<file path="config.mk">
export PLATFORM = sky130hd
export DESIGN_NAME = twid16_cmul
export DESIGN_NICKNAME = d
export VERILOG_FILES = /design/src/rtl/twid_pkg.sv /design/src/rtl/twid_prerot.sv /design/src/rtl/twid_cmul.sv /design/src/rtl/twid16_cmul.sv
export SDC_FILE = /design/constraint.sdc
export NUM_CORES = 2
export LEC_CHECK = 0
export BUFFER_PORTS_ARGS = -buffer_cell sky130_fd_sc_hd__buf_2
export CORE_MARGIN = 5
export CORE_UTILIZATION = 62
export DETAILED_ROUTE_END_ITERATION = 7
export GPL_TIMING_DRIVEN = 0
export PLACE_DENSITY = 0.79
export SLEW_MARGIN = 25
export SYNTH_ARGS = -nofsm -noshare
export SYNTH_HDL_FRONTEND = slang
export SYNTH_SLANG_ARGS = --single-unit
</file>
<file path="constraint.sdc">
create_clock -name clk -period 17.2 [get_ports clk]
set_clock_uncertainty 0.15 [all_clocks]
set_input_delay 3.44 -clock clk [delete_from_list [all_inputs] [get_ports clk]]
set_output_delay 3.44 -clock clk [all_outputs]
set_load 0.02 [all_outputs]
</file>
<file path="src/rtl/twid_pkg.sv">
package twid_pkg;

  // Rotation class applied after the optional quarter turn.
  typedef enum logic [1:0] {
    ROT_UNIT = 2'd0,
    ROT_P1   = 2'd1,
    ROT_P2   = 2'd2,
    ROT_P3   = 2'd3
  } rot_e;

  function automatic rot_e rot_of_sel(input logic [2:0] sel);
    return rot_e'(sel[1:0]);
  endfunction

  function automatic logic quarter_of_sel(input logic [2:0] sel);
    return sel[2];
  endfunction

endpackage

</file>
<file path="src/rtl/twid_prerot.sv">
module twid_prerot
  import twid_pkg::*;
#(
  parameter int DW = 16,
  parameter int IW = 19
) (
  input  logic                 clk,
  input  logic                 rst_n,
  input  logic                 in_valid,
  input  logic signed [DW-1:0] in_re,
  input  logic signed [DW-1:0] in_im,
  input  logic [2:0]           in_sel,
  output logic                 s1_valid,
  output logic signed [IW-1:0] s1_a,
  output logic signed [IW-1:0] s1_b,
  output rot_e                 s1_rot
);

  logic                 quarter_turn;
  logic signed [IW-1:0] re_x;
  logic signed [IW-1:0] im_x;
  logic signed [IW-1:0] a_nx;
  logic signed [IW-1:0] b_nx;

  assign quarter_turn = quarter_of_sel(in_sel);
  assign re_x = IW'(in_re);
  assign im_x = IW'(in_im);
  // (a + jb)(-j) = b - ja, kept in guard width so -(-32768) does not wrap
  assign a_nx = quarter_turn ? im_x  : re_x;
  assign b_nx = quarter_turn ? -re_x : im_x;

  always_ff @(posedge clk or negedge rst_n) begin
    if (!rst_n) begin
      s1_valid <= 1'b0;
      s1_a     <= '0;
      s1_b     <= '0;
      s1_rot   <= ROT_UNIT;
    end else begin
      s1_valid <= in_valid;
      if (in_valid) begin
        s1_a   <= a_nx;
        s1_b   <= b_nx;
        s1_rot <= rot_of_sel(in_sel);
      end
    end
  end

endmodule

</file>
<file path="src/rtl/twid_cmul.sv">
module twid_cmul
  import twid_pkg::*;
#(
  parameter int DW    = 16,
  parameter int IW    = 19,
  parameter int CFRAC = 16
) (
  input  logic                 clk,
  input  logic                 rst_n,
  input  logic                 s1_valid,
  input  logic signed [IW-1:0] s1_a,
  input  logic signed [IW-1:0] s1_b,
  input  rot_e                 s1_rot,
  output logic                 out_valid,
  output logic signed [DW-1:0] out_re,
  output logic signed [DW-1:0] out_im
);

  localparam int CW = CFRAC + 2;
  localparam int PW = IW + CW;
  localparam int SH = 30 - CFRAC;

  // cos(pi/8), sin(pi/8), cos(pi/4) scaled by 2^30, then rounded to CFRAC bits
  localparam longint C30 = 64'sd992008094;
  localparam longint S30 = 64'sd410903207;
  localparam longint R30 = 64'sd759250125;
  localparam longint RND = 64'sd1 <<< (SH - 1);
  localparam int K_C   = int'((C30 + RND) >>> SH);
  localparam int K_CPS = int'((C30 + S30 + RND) >>> SH);
  localparam int K_CMS = int'((C30 - S30 + RND) >>> SH);
  localparam int K_R2  = int'((R30 + RND) >>> SH);

  localparam logic signed [PW-1:0] HALF =
    {{(PW-CFRAC){1'b0}}, 1'b1, {(CFRAC-1){1'b0}}};
  localparam logic signed [PW-1:0] SAT_HI = {{(PW-DW+1){1'b0}}, {(DW-1){1'b1}}};
  localparam logic signed [PW-1:0] SAT_LO = {{(PW-DW+1){1'b1}}, {(DW-1){1'b0}}};

  // Constant product by signed-digit recoding: each nonzero digit is one shifted add or subtract.
  function automatic logic signed [PW-1:0] cmul_k(input logic signed [IW-1:0] x,
                                                  input int k);
    logic signed [PW-1:0] xe;
    logic signed [PW-1:0] acc;
    int r;
    xe  = PW'(x);
    acc = '0;
    r   = k;
    for (int i = 0; i <= CW; i++) begin
      if ((r & 3) == 1) begin
        acc = acc + (xe <<< i);
        r   = r - 1;
      end else if ((r & 3) == 3) begin
        acc = acc - (xe <<< i);
        r   = r + 1;
      end
      r = r >>> 1;
    end
    return acc;
  endfunction

  function automatic logic signed [DW-1:0] rnd_sat(input logic signed [PW-1:0] v);
    logic signed [PW-1:0] t;
    t = (v + HALF) >>> CFRAC;
    if (t > SAT_HI) return SAT_HI[DW-1:0];
    if (t < SAT_LO) return SAT_LO[DW-1:0];
    return t[DW-1:0];
  endfunction

  logic                 odd_swap;
  logic signed [IW-1:0] sum_ab;
  logic signed [IW-1:0] dif_ba;
  logic signed [IW-1:0] op_u;
  logic signed [IW-1:0] op_v;
  logic signed [PW-1:0] m_c;
  logic signed [PW-1:0] m_u;
  logic signed [PW-1:0] m_v;
  logic signed [PW-1:0] m_r2a;
  logic signed [PW-1:0] m_r2b;
  logic signed [PW-1:0] pr;
  logic signed [PW-1:0] pi;
  logic signed [DW-1:0] res_re;
  logic signed [DW-1:0] res_im;

  // W^1 and W^3 share the three constants; only operand routing and one sign differ
  assign odd_swap = (s1_rot == ROT_P1);
  assign sum_ab   = s1_a + s1_b;
  assign dif_ba   = s1_b - s1_a;
  assign op_u     = odd_swap ? s1_b : s1_a;
  assign op_v     = odd_swap ? s1_a : s1_b;
  assign m_c      = cmul_k(sum_ab, K_C);
  assign m_u      = cmul_k(op_u, K_CMS);
  assign m_v      = cmul_k(op_v, K_CPS);
  assign m_r2a    = cmul_k(sum_ab, K_R2);
  assign m_r2b    = cmul_k(dif_ba, K_R2);

  always_comb begin
    case (s1_rot)
      ROT_P1: begin
        pr = m_c - m_u;
        pi = m_c - m_v;
      end
      ROT_P3: begin
        pr = m_c - m_u;
        pi = m_v - m_c;
      end
      ROT_P2: begin
        pr = m_r2a;
        pi = m_r2b;
      end
      default: begin
        pr = PW'(s1_a) <<< CFRAC;
        pi = PW'(s1_b) <<< CFRAC;
      end
    endcase
  end

  assign res_re = rnd_sat(pr);
  assign res_im = rnd_sat(pi);

  always_ff @(posedge clk or negedge rst_n) begin
    if (!rst_n) begin
      out_valid <= 1'b0;
      out_re    <= '0;
      out_im    <= '0;
    end else begin
      out_valid <= s1_valid;
      if (s1_valid) begin
        out_re <= res_re;
        out_im <= res_im;
      end
    end
  end

  // idle cycles leave the result registers untouched
  p_hold_r8: assert property (@(posedge clk) disable iff (!rst_n)
    !out_valid |-> ($stable(out_re) && $stable(out_im)));

endmodule

</file>
<file path="src/rtl/twid16_cmul.sv">
module twid16_cmul
  import twid_pkg::*;
#(
  parameter int DW    = 16,
  parameter int GUARD = 3,
  parameter int CFRAC = 16
) (
  input  logic                 clk,
  input  logic                 rst_n,
  input  logic                 in_valid,
  input  logic signed [DW-1:0] in_re,
  input  logic signed [DW-1:0] in_im,
  input  logic [2:0]           in_sel,
  output logic                 out_valid,
  output logic signed [DW-1:0] out_re,
  output logic signed [DW-1:0] out_im
);

  localparam int IW = DW + GUARD;
  localparam logic signed [DW-1:0] MAXV = {1'b0, {(DW-1){1'b1}}};
  localparam logic signed [DW-1:0] MINV = {1'b1, {(DW-1){1'b0}}};

  logic                 s1_valid;
  logic signed [IW-1:0] s1_a;
  logic signed [IW-1:0] s1_b;
  rot_e                 s1_rot;

  twid_prerot #(.DW(DW), .IW(IW)) u_prerot (
    .clk      (clk),
    .rst_n    (rst_n),
    .in_valid (in_valid),
    .in_re    (in_re),
    .in_im    (in_im),
    .in_sel   (in_sel),
    .s1_valid (s1_valid),
    .s1_a     (s1_a),
    .s1_b     (s1_b),
    .s1_rot   (s1_rot)
  );

  twid_cmul #(.DW(DW), .IW(IW), .CFRAC(CFRAC)) u_cmul (
    .clk       (clk),
    .rst_n     (rst_n),
    .s1_valid  (s1_valid),
    .s1_a      (s1_a),
    .s1_b      (s1_b),
    .s1_rot    (s1_rot),
    .out_valid (out_valid),
    .out_re    (out_re),
    .out_im    (out_im)
  );

  // fixed two-cycle latency of the strobe
  p_lat_r1: assert property (@(posedge clk) disable iff (!rst_n)
    in_valid |-> ##2 out_valid);
  p_gap_r1: assert property (@(posedge clk) disable iff (!rst_n)
    !in_valid |-> ##2 !out_valid);

  // identity selector is bit exact
  p_pass_r2: assert property (@(posedge clk) disable iff (!rst_n)
    (in_valid && in_sel == 3'd0) |-> ##2
      (out_re == $past(in_re, 2) && out_im == $past(in_im, 2)));

  // minus-j swap with a saturated negation of the most negative value
  p_negj_r3: assert property (@(posedge clk) disable iff (!rst_n)
    (in_valid && in_sel == 3'd4) |-> ##2
      (out_re == $past(in_im, 2) &&
       out_im == (($past(in_re, 2) == MINV) ? MAXV : -$past(in_re, 2))));

  // equal parts under the eighth turn give a zero imaginary part
  p_eighth_zero_r4: assert property (@(posedge clk) disable iff (!rst_n)
    (in_valid && in_sel == 3'd2 && in_re == in_im) |-> ##2 (out_im == '0));

endmodule

</file>
==> impl_metrics.env <==
export IMPL_ys_seq_elements=71
export IMPL_synth_area_sq_um=34960
export IMPL_finalWirelength_microns=115100
export IMPL_gp_congestion=1.058
export IMPL_grt_ovfl_total=0
export IMPL_fp_dieH_microns=247.5
export IMPL_regToRegEndpoint="u_cmul.out_re[12]$_DFFE_PN0P_"
export IMPL_min_to="u_cmul.out_valid$_DFF_PN0_"
export IMPL_placed_area_sq_um=36510
export IMPL_n_antenna_cell=0
export IMPL_num_io_pins=71
export IMPL_rr_worst_depth=52
export IMPL_drive_gt1_share_pct=4.297
export IMPL_synth_area_per_cell_sq_um=7.963
export IMPL_cap_violations=0
export IMPL_min_period_over_period_pct=92.03
export IMPL_required_ns=17.26
export IMPL_fp_dieArea_sq_um=61240
export IMPL_finalSetupViolCount=0
export IMPL_synth_distinct_cells=107
export IMPL_clkTransAtPathRegs_ns=0.06
export IMPL_cts_resized=0
export IMPL_crit_fanout=11
export IMPL_wl_per_cell_microns=21.95
export IMPL_fin_crit_ns=15.83
export IMPL_grt_total_usage_pct=37.08
export IMPL_final_seq_area_sq_um=1777
export IMPL_slew_headroom_pct=17.73
export IMPL_initial_utilization_pct=62.25
export IMPL_status="complete, no violations"
export IMPL_dr_pass1_iters=6
export IMPL_tns_ns=0
export IMPL_crit_type="reg -> reg"
export IMPL_port_buffers=69
export IMPL_synth_edf_count=0
export IMPL_fin_nets=5450
export IMPL_synthToLayoutAreaGrowth_pct=5.325
export IMPL_cpMostUsedCell="inv_1"
export IMPL_cp_end_kind="flop"
export IMPL_final_area_sq_um=36830
export IMPL_worstMarginPinSlew_ns=1.227
export IMPL_hold_viol=0
export IMPL_fin_util_pct=65.56
export IMPL_num_vias=32760
export IMPL_rsz0062_at_grt="false"
export IMPL_crit_path_max_incr_delay_ns=0.79
export IMPL_placementRows=87
export IMPL_synth_async_reset_ratio_pct=100.0
export IMPL_cts_setup_buffers=0
export IMPL_clk_latency_ns=0.36
export IMPL_h_tree_depth=3
export IMPL_first_global_vias=31630
export IMPL_grt_max_degree=55
export IMPL_core_area_sq_um=56170
export IMPL_cp_arrival_ns=15.89
export IMPL_ys_seq_area_share_pct=5.082
export IMPL_fp_dieW_microns=247.5
export IMPL_max_clock_path_buffers=2
export IMPL_max_freq_mhz=63.17
export IMPL_slowest_stage="xnor2_1"
export IMPL_antenna_left=0
export IMPL_drt_initial_drc_count=2950
export IMPL_cts_buffers=9
export IMPL_regToRegSetupSlack_ns=1.37
export IMPL_antenna_found_initial=1
export IMPL_cts_tree="yes"
export IMPL_ys_warnings_count=0
export IMPL_fill_cells=5017
export IMPL_synth_top_flop_cell="dfrtp_1"
export IMPL_r2r_start="u_prerot.s1_a[2]$_DFFE_PN0P_"
export IMPL_whs_path_depth=0
export IMPL_worstHoldStart="u_prerot.s1_valid$_DFF_PN0_"
export IMPL_hold_class="reg -> reg"
export IMPL_hold_buffers=0
export IMPL_vias_per_cell=6.243
export IMPL_clkSinkCount=71
export IMPL_dp_hpwl_microns=100200
export IMPL_multi_input_area_sq_um=30280
export IMPL_drv_slew=0
export IMPL_cp_start_kind="flop"
export IMPL_synth_cells=4391
export IMPL_grt_pass1_wl_microns=177400
export IMPL_drc_errors=0
export IMPL_cts_root_buf="clkbuf_16"
export IMPL_synth_nets=5355
==> cells by family after synthesis <==
logic type / Yosys count / synth area share [%]
compound gates: 1190 / 22.54
simple gates: 1027 / 14.36
fa+ha+maj: 926 / 39.58
buf+inv: 804 / 8.696
xor+xnor: 311 / 7.934
flops: 71 / 5.082
mux: 62 / 1.811
==> cell usage in the layout (no fill, tap or decap), types with 97 or more instances in the layout <==
| cell type | n |
|---|---|
| nor2_1 | 317 |
| nand2_1 | 214 |
| a21oi_1 | 359 |
| a21o_1 | 155 |
| inv_1 | 708 |
| fa_1 | 300 |
| nor3_1 | 97 |
| ha_1 | 625 |
| o21ai_0 | 172 |
| xnor2_1 | 204 |
==> worst max-delay path by stage <==
stage / start / end / slack (ns) / depth (start not counted)
3_3_place_gp: u_prerot.s1_b[0]$_DFFE_PN0P_ / u_cmul.out_re[14]$_DFFE_PN0P_ / 1.26 / 53
6_report: u_prerot.s1_a[2]$_DFFE_PN0P_ / u_cmul.out_re[12]$_DFFE_PN0P_ / 1.37 / 52
3_5_place_dp: u_prerot.s1_a[0]$_DFFE_PN0P_ / u_cmul.out_re[12]$_DFFE_PN0P_ / 1.84 / 51
5_1_grt: u_prerot.s1_rot[1]$_DFFE_PN0P_ / u_cmul.out_im[13]$_DFFE_PN0P_ / 0.31 / 60
4_1_cts: u_prerot.s1_b[0]$_DFFE_PN0P_ / u_cmul.out_re[12]$_DFFE_PN0P_ / 1.74 / 51
2_1_floorplan: u_prerot.s1_a[1]$_DFFE_PN0P_ / u_cmul.out_re[10]$_DFFE_PN0P_ / 4.24 / 55
==> registers in the layout, indices dropped and copies added, names as in the netlist <==
register / flops
u_cmul.out_im: 16
u_cmul.out_re: 16
u_cmul.out_valid: 1
u_prerot.s1_a: 16
u_prerot.s1_b: 19
u_prerot.s1_rot: 2
u_prerot.s1_valid: 1
==> through the flow <==
| stage | worst slack (ns) | hold WS, ns | std cells |
|---|---|---|---|
| after floorplan | 4.239 | 0.2019 | 4391 |
| after global placement | 1.263 | 0.2077 | 5216 |
| after detailed placement | 1.845 | 0.2143 | 5231 |
| after CTS | 1.740 | 0.2294 | 5247 |
| after global routing | 0.3099 | 0.2356 | 5247 |
| final | 1.370 | 0.2295 | 5247 |
==> cell type report <==
type / count / share of cell area (%)
clock buffer: 10 / 0.6490
timing repair buffer: 84 / 1.335
clock inverter: 6 / 0.1427
buffer: 91 / 0.9819
multi-input combinational: 3516 / 82.22
sequential: 71 / 4.825
tap: 756 / 2.569
inverter: 713 / 7.274
==> worst max-delay path: cells and delay by family, from the launching register on <==
kind / cells / cell delay [ns]
AOI/OAI and AO/OA: 20 / 4.56
xor gates and xnor gates: 4 / 1.80
adders and majority gates: 10 / 4.56
buffers and inverters: 9 / 1.95
DFF: 1 / 0.59
and+or+nand+nor: 9 / 2.04
==> synth_stat cells (9+ instances only) <==
master	number	area share [%]
a31oi_1	34	0.61
and2_1	20	0.36
a21oi_1	360	5.2
mux2i_1	55	1.6
nand2_1	214	2.3
o22ai_1	9	0.16
buf_1	13	0.14
nand2b_1	53	0.95
nand3_1	84	1.2
a21boi_0	23	0.49
a221oi_1	9	0.23
nor3_1	97	1.4
a211oi_1	46	0.99
o221ai_1	21	0.53
o21bai_1	57	1.2
o21a_1	54	1.2
a21o_1	155	3.3
xnor2_1	217	5.4
clkbuf_1	69	0.74
xor2_1	90	2.3
or2_2	19	0.34
and3_1	36	0.64
nor2b_1	40	0.72
nor4_1	17	0.30
o211ai_1	37	0.79
o31a_1	15	0.38
or3_1	45	0.81
o211a_1	14	0.40
o31ai_1	26	0.56
nor2_1	317	3.4
dfrtp_1	71	5.1
fa_1	300	17
o21ai_0	182	2.6
a31o_2	9	0.23
inv_1	708	7.6
a211o_1	15	0.38
a311oi_1	16	0.40
ha_1	626	22
nand4_1	31	0.55
==> per-layer routing <==
layer | wire [microns] | part of all wire, % | GRT usage (%)
met5 | 13 | 0.011 | 0
met4 | 7287 | 6.3 | 18.41
met3 | 9472 | 8.2 | 6.343
met2 | 51820 | 45 | 61.06
met1 | 46550 | 40 | 47.25
Power is left out: the tool's default activity adds up to more than one toggle a clock period on the data nets, which glitch-free logic cannot reach.
